$ cat config.mk
export PLATFORM = sky130hd
export DESIGN_NAME = seq_wdt
export DESIGN_NICKNAME = d
export VERILOG_FILES = /design/src/rtl/seq_wdt_pkg.sv /design/src/rtl/seq_wdt_key.sv /design/src/rtl/seq_wdt_tick.sv /design/src/rtl/seq_wdt_count.sv /design/src/rtl/seq_wdt_pulse.sv /design/src/rtl/seq_wdt.sv
export SDC_FILE = /design/constraint.sdc
export NUM_CORES = 1
export LEC_CHECK = 0
export BUFFER_PORTS_ARGS = -buffer_cell sky130_fd_sc_hd__buf_2
export CORE_ASPECT_RATIO = 1.4
export CORE_MARGIN = 2
export CORE_UTILIZATION = 50
export DETAILED_ROUTE_END_ITERATION = 8
export GPL_TIMING_DRIVEN = 0
export PLACE_DENSITY = 0.85
export SLEW_MARGIN = 5
export SYNTH_ARGS = -nofsm -noshare
export SYNTH_HDL_FRONTEND = slang
export SYNTH_SLANG_ARGS = --single-unit
export TNS_END_PERCENT = 30
$ cat constraint.sdc
create_clock -name clk -period 1.96 [get_ports clk]
set_input_delay 0.392 -clock clk [delete_from_list [all_inputs] [get_ports clk]]
set_output_delay 0.392 -clock clk [all_outputs]
set_load 0.05 [all_outputs]
$ cat src/rtl/seq_wdt_pkg.sv
package seq_wdt_pkg;
  localparam logic [7:0] KEY_FIRST  = 8'h1E;
  localparam logic [7:0] KEY_SECOND = 8'hE1;
endpackage

$ cat src/rtl/seq_wdt_key.sv
// Tracks the two-byte service pair on the service register address.
module seq_wdt_key #(
  parameter int ADDR_W = 8,
  parameter int DATA_W = 8,
  parameter logic [ADDR_W-1:0] SVC_ADDR = 8'hA6
) (
  input  logic              clk,
  input  logic              rst_n,
  input  logic              wr_en,
  input  logic [ADDR_W-1:0] wr_addr,
  input  logic [DATA_W-1:0] wr_data,
  input  logic              flush,
  output logic              key_ok
);
  import seq_wdt_pkg::*;

  logic armed;
  logic hit;

  assign hit    = wr_en && (wr_addr == SVC_ADDR);
  assign key_ok = hit && armed && (wr_data == DATA_W'(KEY_SECOND));

  always_ff @(posedge clk or negedge rst_n) begin
    if (!rst_n)      armed <= 1'b0;
    else if (flush)  armed <= 1'b0;
    else if (hit)    armed <= (wr_data == DATA_W'(KEY_FIRST));
  end
endmodule

$ cat src/rtl/seq_wdt_tick.sv
// Machine-cycle prescaler with idle, power-down and wake gating.
module seq_wdt_tick #(
  parameter int PRESC = 12
) (
  input  logic clk,
  input  logic rst_n,
  input  logic en,
  input  logic clr,
  input  logic idle,
  input  logic idle_hold,
  input  logic pdown,
  input  logic wake_n,
  output logic tick
);
  localparam int PW = (PRESC > 2) ? $clog2(PRESC) : 1;
  localparam logic [PW-1:0] PMAX = PW'(PRESC - 1);

  logic [PW-1:0] presc;
  logic          pd_wait;
  logic          run;

  assign run  = en && !pdown && !(pd_wait && !wake_n) && !(idle && idle_hold);
  assign tick = run && (presc == PMAX);

  always_ff @(posedge clk or negedge rst_n) begin
    if (!rst_n)                 pd_wait <= 1'b0;
    else if (pdown)             pd_wait <= 1'b1;
    else if (wake_n)            pd_wait <= 1'b0;
  end

  always_ff @(posedge clk or negedge rst_n) begin
    if (!rst_n)      presc <= '0;
    else if (clr)    presc <= '0;
    else if (run)    presc <= (presc == PMAX) ? '0 : presc + 1'b1;
  end
endmodule

$ cat src/rtl/seq_wdt_count.sv
// Main counter: enable state, service clear and overflow detection.
module seq_wdt_count #(
  parameter int CNT_W = 14
) (
  input  logic clk,
  input  logic rst_n,
  input  logic key_ok,
  input  logic tick,
  output logic en,
  output logic fire
);
  localparam logic [CNT_W-1:0] CMAX = '1;

  logic [CNT_W-1:0] cnt;

  assign fire = en && tick && (cnt == CMAX);

  always_ff @(posedge clk or negedge rst_n) begin
    if (!rst_n) begin
      en  <= 1'b0;
      cnt <= '0;
    end else if (fire) begin
      en  <= 1'b0;
      cnt <= '0;
    end else if (key_ok) begin
      en  <= 1'b1;
      cnt <= '0;
    end else if (tick && en) begin
      cnt <= cnt + 1'b1;
    end
  end
endmodule

$ cat src/rtl/seq_wdt_pulse.sv
// Stretches an overflow event into a fixed-length reset pulse.
module seq_wdt_pulse #(
  parameter int RST_LEN = 98
) (
  input  logic clk,
  input  logic rst_n,
  input  logic fire,
  output logic pulse
);
  localparam int LW = $clog2(RST_LEN + 1);

  logic [LW-1:0] left;

  assign pulse = (left != '0);

  always_ff @(posedge clk or negedge rst_n) begin
    if (!rst_n)      left <= '0;
    else if (fire)   left <= LW'(RST_LEN);
    else if (pulse)  left <= left - 1'b1;
  end
endmodule

$ cat src/rtl/seq_wdt.sv
module seq_wdt #(
  parameter int CNT_W   = 14,
  parameter int PRESC   = 12,
  parameter int RST_LEN = 98,
  parameter int ADDR_W  = 8,
  parameter int DATA_W  = 8,
  parameter logic [ADDR_W-1:0] SVC_ADDR = 8'hA6
) (
  input  logic              clk,
  input  logic              rst_n,
  input  logic              wr_en,
  input  logic [ADDR_W-1:0] wr_addr,
  input  logic [DATA_W-1:0] wr_data,
  input  logic              idle,
  input  logic              idle_hold,
  input  logic              pdown,
  input  logic              wake_n,
  output logic              wdt_rst
);
  logic key_ok;
  logic tick;
  logic en;
  logic fire;

  seq_wdt_key #(.ADDR_W(ADDR_W), .DATA_W(DATA_W), .SVC_ADDR(SVC_ADDR)) u_key (
    .clk(clk), .rst_n(rst_n),
    .wr_en(wr_en && !wdt_rst), .wr_addr(wr_addr), .wr_data(wr_data),
    .flush(fire), .key_ok(key_ok)
  );

  seq_wdt_tick #(.PRESC(PRESC)) u_tick (
    .clk(clk), .rst_n(rst_n), .en(en), .clr(key_ok || fire),
    .idle(idle), .idle_hold(idle_hold), .pdown(pdown), .wake_n(wake_n),
    .tick(tick)
  );

  seq_wdt_count #(.CNT_W(CNT_W)) u_count (
    .clk(clk), .rst_n(rst_n), .key_ok(key_ok), .tick(tick),
    .en(en), .fire(fire)
  );

  seq_wdt_pulse #(.RST_LEN(RST_LEN)) u_pulse (
    .clk(clk), .rst_n(rst_n), .fire(fire), .pulse(wdt_rst)
  );
endmodule

# Word-level counts from Yosys, hierarchy flattened
# Cells that the tools add are included.
dict set report word_totals {
  regBits 28
  latch_bits 0
  ram_bits 0
  mem_bits_ro 0
  inputBits 23
  elab_cells 53
  n_memories 0
}
dict set report classes {
  addsub 3
  n_mul 0
  n_div 0
  order_cmp 0
  eq_ne 5
  shifts 0
  mux 14
  n_bitwise 0
  n_reduce_logical 25
}
# operator count
set op_table {}
lappend op_table {{2-to-1 mux 14 bit} 3}
lappend op_table {{equality test 8 bit (second input constant)} 2}
lappend op_table {{adder 14 x 1 -> 14 bit (second input constant)} 1}
lappend op_table {{equality test 14 bit (second input constant)} 1}
lappend op_table {{2-to-1 mux 7 bit} 2}
lappend op_table {{logical AND 1 bit} 12}
lappend op_table {{2-to-1 mux 4 bit} 3}
lappend op_table {{nonzero test 2 bit} 5}
lappend op_table {{equality test 8 x 5 -> 1 bit (second input constant)} 1}
lappend op_table {{nonzero test 7 bit} 1}
lappend op_table {{subtractor 7 x 1 -> 7 bit (second input constant)} 1}
lappend op_table {{2-to-1 mux 1 bit} 6}
lappend op_table {{logical NOT 1 bit} 5}
lappend op_table {{adder 4 x 1 -> 4 bit (second input constant)} 1}
lappend op_table {{equality test 4 bit (second input constant)} 1}
lappend op_table {{nonzero test 3 bit} 1}
lappend op_table {{logical OR 1 bit} 1}

# Longest topological paths before layout
# Gate-level depths: netlist (run 1).
dict set report depth {
  ltp_word 10
  ltp_mapped 10
  depth_no_buf 8
}

# By module
# Synthesis (run 1) repeated with hierarchy kept, for this count alone.
dict set report hier_totals {
  cells_unflattened 157
  hier_area_um2 1550.2
}
# mod instances cells_per_inst area_per_inst_um2 seq_area_each_um2
set modules_own_cells {}
lappend modules_own_cells {seq_wdt_count 1 75 743.2 375.4}
lappend modules_own_cells {seq_wdt_pulse 1 39 390.4 175.2}
lappend modules_own_cells {seq_wdt_tick 1 28 287.8 125.1}
lappend modules_own_cells {seq_wdt_key 1 13 116.4 25.0}
lappend modules_own_cells {seq_wdt 1 2 12.5 0.0}

# Worst setup path after synthesis (run 1)
# Ideal clock, no wire load.
dict set report synth_path {
  path_kind {register to register}
  startpoint {register u_pulse.left[0]}
  endpoint {register u_count.cnt[0]}
  setup_ps 121
  t_arrival_ps 1913
  path_slack_ps -74
  stages_incl_launch_ff 11
  synth_period_minus_slack_ps 2034
  cell_sequence {dfrtp_1 > inv_1 > ha_1 > nor2b_1 > and3_1 > clkbuf_1 > and4_1 > clkbuf_1 > nand2b_1 > buf_2 > nor2_1}
}
dict set report synth_via {
  elab_chain_cells 8
  elab_cells_between_ends 9
  cone_classes {mux: 2; reduce/logical: 7}
}
# element line_no
set synth_lines {}
lappend synth_lines {{start, declared} seq_wdt_pulse.sv:12} ;# logic [LW-1:0] left;
lappend synth_lines {{start signal, assigned} seq_wdt_pulse.sv:18} ;# else if (fire) left <= LW'(RST_LEN);
lappend synth_lines {{start signal, assigned} seq_wdt_pulse.sv:19} ;# else if (pulse) left <= left - 1'b1;
lappend synth_lines {{nonzero test 7 bit (*)} seq_wdt_pulse.sv:14} ;# assign pulse = (left != '0);
lappend synth_lines {{logical NOT 1 bit (*)} seq_wdt.sv:27} ;# .wr_en(wr_en && !wdt_rst), .wr_addr(wr_addr), .wr_data(wr_data),
lappend synth_lines {{logical AND 1 bit (*)} seq_wdt.sv:27}
lappend synth_lines {{logical AND 1 bit (*)} seq_wdt_key.sv:20} ;# assign hit = wr_en && (wr_addr == SVC_ADDR);
lappend synth_lines {{logical AND 1 bit (*) (2 in a row)} seq_wdt_key.sv:21} ;# assign key_ok = hit && armed && (wr_data == DATA_W'(KEY_SECOND));
lappend synth_lines {{2-to-1 mux 14 bit} seq_wdt_count.sv:25} ;# end else if (key_ok) begin
lappend synth_lines {{2-to-1 mux 14 bit} seq_wdt_count.sv:22} ;# end else if (fire) begin
lappend synth_lines {{end signal, assigned} seq_wdt_count.sv:29} ;# cnt <= cnt + 1'b1;
lappend synth_lines {{end, declared} seq_wdt_count.sv:14} ;# logic [CNT_W-1:0] cnt;
# Every way passes the cells marked *; elsewhere a longest branch is shown, timed or not.
# A chain may end at the register's enable or synchronous reset.

# Worst setup path after layout (run 1)
dict set report layout_path {
  startpoint {register u_pulse.left[1]}
  endpoint {output wdt_rst}
}
dict set report layout_via {
  elab_chain_cells 1
}
# element line_no
set layout_lines {}
lappend layout_lines {{nonzero test 7 bit} seq_wdt_pulse.sv:14}
lappend layout_lines {{end, declared} seq_wdt.sv:18} ;# output logic wdt_rst
# No other way between the ends.

==> results of run 1 <==
-- critical path, delay by kind of cell, from the launching register on --
family                     cells  cell delay, ps
adders and majority gates      1             180
buffers and inverters          3             290
DFF                            1             410
and+or+nand+nor                2             350
-- kinds of logic after synthesis --
kind of cell | Yosys count | share of synthesized area (%)
muxes | 3 | 1.98
adders and majority gates | 3 | 2.47
and+or+nand+nor | 91 | 32.2
xor gates and xnor gates | 10 | 5.77
DFF | 28 | 46.2
buffers and inverters | 10 | 2.56
AOI/OAI and AO/OA | 24 | 8.82
-- worst max path at each step --
stage,startpoint,end,slack (ps),cells past startpoint
2_1_floorplan,u_pulse.left[0],u_count.cnt[0],30,10
3_3_place_gp,idle,u_pulse.left[2],-390,6
3_5_place_dp,idle,u_pulse.left[2],-400,6
4_1_cts,u_tick.presc[1],u_count.cnt[13],0.02,7
5_1_grt,u_count.cnt[3],u_count.cnt[11],-40,4
6_report,u_pulse.left[1],wdt_rst,50,6
-- through the flow --
stage	std cells	TNS (ps)	setup WS (ps)
6_report	240	0	46.5
5_1_grt	240	-75.8	-41.0
4_1_cts	237	0	0.0169
3_5_place_dp	229	-6020	-405
3_3_place_gp	229	-5620	-390
2_1_floorplan	169	0	30.2
-- what timing repair did --
item / in CTS / in global routing
gates resized for setup: 12 / 11
hold endpoints to repair: 0 / 0
hold buffers: 0 / 0
pin swaps: 2 / 4
setup endpoints to repair: 22 / 22
buffers inserted: 5 / 3
-- flip-flops by register name, summed over array words and instances, names as in the netlist --
name and count:
u_count.en 1, u_tick.pd_wait 1, u_key.armed 1, u_tick.presc 4, u_count.cnt 14, u_pulse.left 7
-- power breakdown --
group	internal [W]	switching, W	total (W)
registers	0.000579	0.000000182	0.000579
logic	0.0000205	0.0000227	0.0000432
clock network	0.000274	0.000189	0.000463
-- layout make-up --
type / count / area, um2
Buffer: 4 / 27.5
Clock buffer: 3 / 41.3
Clock inverter: 1 / 30.0
Fill cell: 232 / 996
Inverter: 5 / 18.8
Multi-Input combinational cell: 131 / 832
Sequential cell: 28 / 701
Tap cell: 37 / 46.3
Timing Repair Buffer: 31 / 185
-- layer usage --
metal,wire length [um],GRT usage [%],vias to the layer above,share of wire (%)
li1,-,-,660,-
met1,1310,21.1,652,41
met2,1720,35.4,40,54
met3,141,2.80,3,4.4
met4,34,6.91,0,1.1
met5,0,0,-,0
-- layout by cell type, fill, tap and decap left out, drive strengths merged --
| cell | count |
|---|---|
| or2 | 1 |
| or3 | 6 |
| nor2 | 24 |
| nor3 | 5 |
| nor4 | 2 |
| nor2b | 3 |
| nand2b | 3 |
| o31ai | 3 |
| nand3 | 5 |
| clkbuf | 5 |
| ha | 3 |
| bufinv | 1 |
| nand3b | 1 |
| and4 | 2 |
| a21bo | 1 |
| buf | 33 |
| dfrtp | 28 |
| or4 | 3 |
| a31oi | 1 |
| a21oi | 11 |
| nor3b | 3 |
| inv | 5 |
| and2 | 3 |
| mux2i | 3 |
| o21ai | 8 |
| xor2 | 6 |
| nor4bb | 2 |
| nand2 | 19 |
| nand4 | 5 |
| xnor2 | 4 |
| and3 | 3 |
| nand4b | 1 |
==> impl_metrics.csv, run 1 <==
group,metric,value,unit
synth,avgSynthCellArea,8.98,um2
synth,synth_nets,195,
synth,ys_ff_latch,28,
clocking,clock-sinks,28,
critical_path,cp_max_fo,6,
global_routing,grt_pass1_wl,5.27,mm
layout,layout-drive-gt1-share,27.1,%
power_and_ir_drop,leakage,0.838,nW
synth,ys.flop_type,"dfrtp_1",
routing,ant_nets,0,
floorplanning,ios,24,
worst_hold_path,worst_hold_path_type,"primary input to async pin",
critical_path,reg2reg_to,"u_count.cnt[13]",
sta,max_freq,0.523,GHz
routing,wirelength,3.21,mm
global_routing,grt-ovfl-total,0,
critical_path,rr_worst_depth,7,
placed_design,dp_hpwl,2.19,mm
placed_design,gp_congestion,0.750,
global_routing,antenna_found_initial,0,
clocking,clk_latency,280,ps
synth,synth_cell_types,34,
synth,synth_top_cell_by_area,"dfrtp_1",
layout,nets,230,
floorplanning,die_h,69.2,um
sta,setup-violations-final,0,
synth,ys_warn_count,0,
critical_path,slowest_delay,410,ps
global_routing,grt_pass1_vias,1275,
power_and_ir_drop,ir_drop,0.459,mV
clocking,numCtsBuffers,3,
synth,synthTopCellsByCount,"dfrtp_1, nor2_1, nand2_1, a21oi_1, o21ai_0",
layout,final_area,0.00188,mm2
synth,synth_top_cell_area_share,46.2,%
clocking,cts_tree,"yes",
placed_design,postPlaceCellArea,0.00168,mm2
synth,yosysSeqAreaShare,46.2,%
layout,fin_util,65.4,%
sta,maxSlewViolCount,0,
synth,yosysMostFrequentCell,"dfrtp_1",
critical_path,critPathSlowestCell,"dfrtp_1",
power_and_ir_drop,power_density,577,mW/mm2
critical_path,cp.arrival,1520,ps
clocking,ctsLongestPathBuffers,2,
synth,ys_top_cells_by_area,"dfrtp_1, nor2_1, nand2_1",
floorplanning,die_area,0.00350,mm2
routing,vias,1355,
synth,netlist_instances,169,
critical_path,crit_required,1570,ps
routing,drc_errors,0,
floorplanning,start_util,52.7,%
floorplanning,fp.dieW,50.6,um
synth,synth-edff-count,0,
sta,relSlewSlack,58.2,%
sta,period_minus_slack,1910,ps
global_routing,grt_max_degree,29,
run,cap_viol_max_count,0,
clocking,h-tree-depth,1,
critical_path,worstSetupPathType,"register to primary output",
sta,hold_violations,0,
critical_path,crit_path_start_kind,"register",
routing,first_iter_violations,34,
layout,diodes,0,
routing,detail_route.first_pass.iterations,4,
global_routing,track_usage,19.0,%
clocking,clk_pin_slew,100,ps
critical_path,timing.rr.start,"u_tick.presc[1]",
layout,area_growth,24.0,%
synth,syn_area,0.00152,mm2
sta,skew,4.15,ps
sta,worst_slew_pin_slew,627,ps
critical_path,worst-r2r-setup-slack,70,ps
placed_design,port_buffers,23,
run_status,outcome,"complete, no violations",
floorplanning,core_area,0.00288,mm2
floorplanning,num_rows,23,
sta,period_share,97.6,%
routing,vias_per_cell,5.65,
sta,rsz0062_at_grt,"yes",
power_and_ir_drop,finalPower,0.00109,W
critical_path,worstPathCellList,"inv_1 -> ha_2 -> nor2b_4 -> and3_4 -> inv_2 -> buf_6",
clocking,cts-root-buf,"clkbuf_8",
routing,routedWlPerCell,13.4,um
sta,fin_hold_ws,115,ps
critical_path,cp-end-kind,"primary output",
synth,synth_async_sr_flop_share,100,%
No activity file was read; power rests on OpenSTA's default activity.
==> inputs of run 2 (changes only) <==
--- a/config.mk
+++ b/config.mk
@@ -11,9 +11,10 @@
 export CORE_UTILIZATION = 50
 export DETAILED_ROUTE_END_ITERATION = 8
 export GPL_TIMING_DRIVEN = 0
-export PLACE_DENSITY = 0.85
+export PLACE_DENSITY = 0.84
 export SLEW_MARGIN = 5
 export SYNTH_ARGS = -nofsm -noshare
 export SYNTH_HDL_FRONTEND = slang
+export SYNTH_HIERARCHICAL = 1
 export SYNTH_SLANG_ARGS = --single-unit
 export TNS_END_PERCENT = 30
==> run 2 against run 1 <==
Effect of this change: the flow now finishes with violations (negative setup slack); wire length is 9.4% higher; flip-flop and latch count stayed put; cell count is 1.3% higher.
==> impl_metrics.csv, run 2 <==
group,metric,value,unit
run_status,outcome,"finished, violations left",
run_status,violations,"negative setup slack",
layout,fillers,211,
sta,maxSlewViolCount,0,
floorplanning,fp.dieW,51.1,um
global_routing,track_usage,21.9,%
synth,synthTopCellsByCount,"dfrtp_1, nor2_1, inv_1, nand2_1, xnor2_1",
layout,area_growth,33.2,%
synth,yosysSeqAreaShare,45.2,%
layout,final_area,0.00206,mm2
power_and_ir_drop,leakage,1.01,nW
sta,hold_violations,0,
synth,syn_area,0.00155,mm2
run,cap_viol_max_count,0,
floorplanning,ios,24,
synth,synth_nets,183,
layout,seqCellArea,701,um2
routing,detail_route.first_pass.iterations,4,
synth,ys_ff_latch,28,
power_and_ir_drop,clockPowerShare,36.1,%
critical_path,crit_path_start_kind,"register",
sta,finalWorstSetupSlack,-360,ps
worst_hold_path,worst_hold_path_type,"primary input to async pin",
routing,vias,1357,
sta,worst_slew_pin_slew,623,ps
synth,yosysMostFrequentCell,"dfrtp_1",
clocking,cts_tree,"yes",
synth,synth-edff-count,0,
layout,multi_input_area,891,um2
placed_design,dpl_worst_slack,-736,ps
placed_design,postPlaceCellArea,0.00177,mm2
critical_path,cp-end-kind,"register",
synth,synth_top_cell_area_share,45.2,%
clocking,clk_latency,270,ps
global_routing,grt_pass1_vias,1377,
routing,first_iter_violations,35,
routing,routedWlPerCell,14.4,um
layout,layout-drive-gt1-share,38.8,%
floorplanning,start_util,53.3,%
critical_path,cp_max_fo,5,
synth,ys_top_cells_by_area,"dfrtp_1, nor2_1, xnor2_1",
routing,drc_errors,0,
layout,regMostFlops,"u_count/cnt",
power_and_ir_drop,power_density,472,mW/mm2
sta,period_minus_slack,2320,ps
global_routing,grt_pass1_wl,6.07,mm
power_and_ir_drop,intPower,0.000778,W
critical_path,crit_required,2130,ps
routing,ant_nets,0,
synth,avgSynthCellArea,9.87,um2
sta,relSlewSlack,58.5,%
placed_design,gp_congestion,0.881,
clocking,numCtsBuffers,3,
sta,rsz0062_at_grt,"yes",
clocking,cts-root-buf,"clkbuf_8",
synth,ys_warn_count,6,
global_routing,grt_max_degree,29,
placed_design,dp_hpwl,2.39,mm
global_routing,antenna_found_initial,0,
power_and_ir_drop,switching_share,20.1,%
synth,synth_cell_types,44,
clocking,clk_pin_slew,90,ps
power_and_ir_drop,power.net_switching,0.000196,W
layout,layout_commonest_cell,"dfrtp_1",
synth,synth_async_sr_flop_share,100,%
global_routing,grt-ovfl-total,0,
critical_path,cp.arrival,2490,ps
layout,nets,233,
floorplanning,die_h,69.9,um
clocking,clock-sinks,28,
routing,wirelength,3.51,mm
floorplanning,core_area,0.00291,mm2
sta,skew,3.13,ps
layout,reg_top3,"u_count/cnt: 14 flops, u_pulse/left: 7 flops, u_tick/presc: 4 flops",
power_and_ir_drop,p_seq_share,59.5,%
critical_path,worstSetupPathType,"register to register",
sta,max_freq,0.431,GHz
floorplanning,num_rows,23,
power_and_ir_drop,power_frac_comb,4.3,%
power_and_ir_drop,ir_drop,0.564,mV
synth,synth_top_cell_by_area,"dfrtp_1",
sta,setup-violations-final,28,
synth,ys.flop_type,"dfrtp_1",
routing,vias_per_cell,5.58,
layout,diodes,0,
clocking,ctsLongestPathBuffers,2,
placed_design,port_buffers,23,
floorplanning,die_area,0.00357,mm2
sta,period_share,118,%
layout,largest_reg_flops,14,
layout,final_cell_mix,"dfrtp_1, buf_2, buf_4",
power_and_ir_drop,finalPower,0.000974,W
clocking,h-tree-depth,1,
synth,netlist_instances,157,
-- run 2: cell types whose count changed after synthesis, sizes merged, moves of 4 or more --
cell	change
a21oi	-7
nand2	-11
o21ai	-6
or3	-4
xnor2	+4
-- run 2: stage by stage --
stage	std cells	setup TNS [ps]	util [%]	hold WS, ps
5_1_grt	243	-10040	71.0	177
2_1_floorplan	157	-7820	-	96.4
3_3_place_gp	217	-13030	61.0	440
3_5_place_dp	217	-14620	61.0	441
4_1_cts	237	-8660	67.4	152
6_report	243	-7070	71.0	128
-- run 2: cell type report --
class | count | share of cell area, %
Sequential cell | 28 | 33.9
Clock buffer | 4 | 2.67
Timing Repair Buffer | 46 | 15.2
Buffer | 2 | 1.39
Inverter | 8 | 1.45
Multi-Input combinational cell | 118 | 43.2
Tap cell | 37 | 2.24
-- run 2: layer usage --
layer / up-vias / part of all wire [%] / GRT usage (%)
met2: 20 / 57 / 41.0
met5: - / 0 / 0
met1: 674 / 40 / 25.2
met3: 2 / 2.3 / 3.21
met4: 0 / 0.60 / 5.11
li1: 661 / - / -
-- run 2: cells by family (layout without fill, tap and decap cells) --
family	Yosys count	after routing	synth area share (%)
fa+ha+maj	3	3	2.42
buf+inv	11	60	3.23
compound gates	17	17	8.80
xor+xnor	12	12	6.78
flops	28	28	45.2
simple gates	80	80	29.4
mux	6	6	4.20
-- run 2: worst max-delay path: stages (launching register included) --
cell	delay, ps
dfrtp_1	390
or2_4	260
or4b_4	540
nor2b_1	130
and4b_1	190
nand4b_1	170
nor2_4	170
or2_4	180
clkbuf_16	140
nor2_1	40
-- run 2: final timing paths --
check / slack (ps) / start / cells after the start / end
min: 130 / rst_n / 1 / u_count/cnt[5]
min in group clk: 350 / pdown / 2 / u_tick/pd_wait
max reg2reg: -360 / u_pulse/left[2] / 9 / u_count/cnt[2]
max in group asynchronous: 1430 / rst_n / 1 / u_count/cnt[0]
min reg2reg: 520 / u_pulse/left[6] / 1 / u_pulse/left[6]
max: -360 / u_pulse/left[2] / 9 / u_count/cnt[2]
-- run 2: repair_timing --
item                       in CTS  in global routing
buffers inserted               17                  5
gates resized for setup         8                 12
hold buffers                    0                  0
hold endpoints to repair        0                  0
pin swaps                      15                 12
gates cloned                    0                  1
setup endpoints to repair      28                 28
-- run 2: power groups by stage --
stage	combinational, W	sequential, W	clock, W
after floorplan	0.00000729	0.000591	0
after global placement	0.0000411	0.000591	0
after detailed placement	0.0000426	0.000592	0
after CTS	0.0000434	0.000580	0.000360
after global routing	0.0000483	0.000580	0.000380
final	0.0000424	0.000580	0.000352
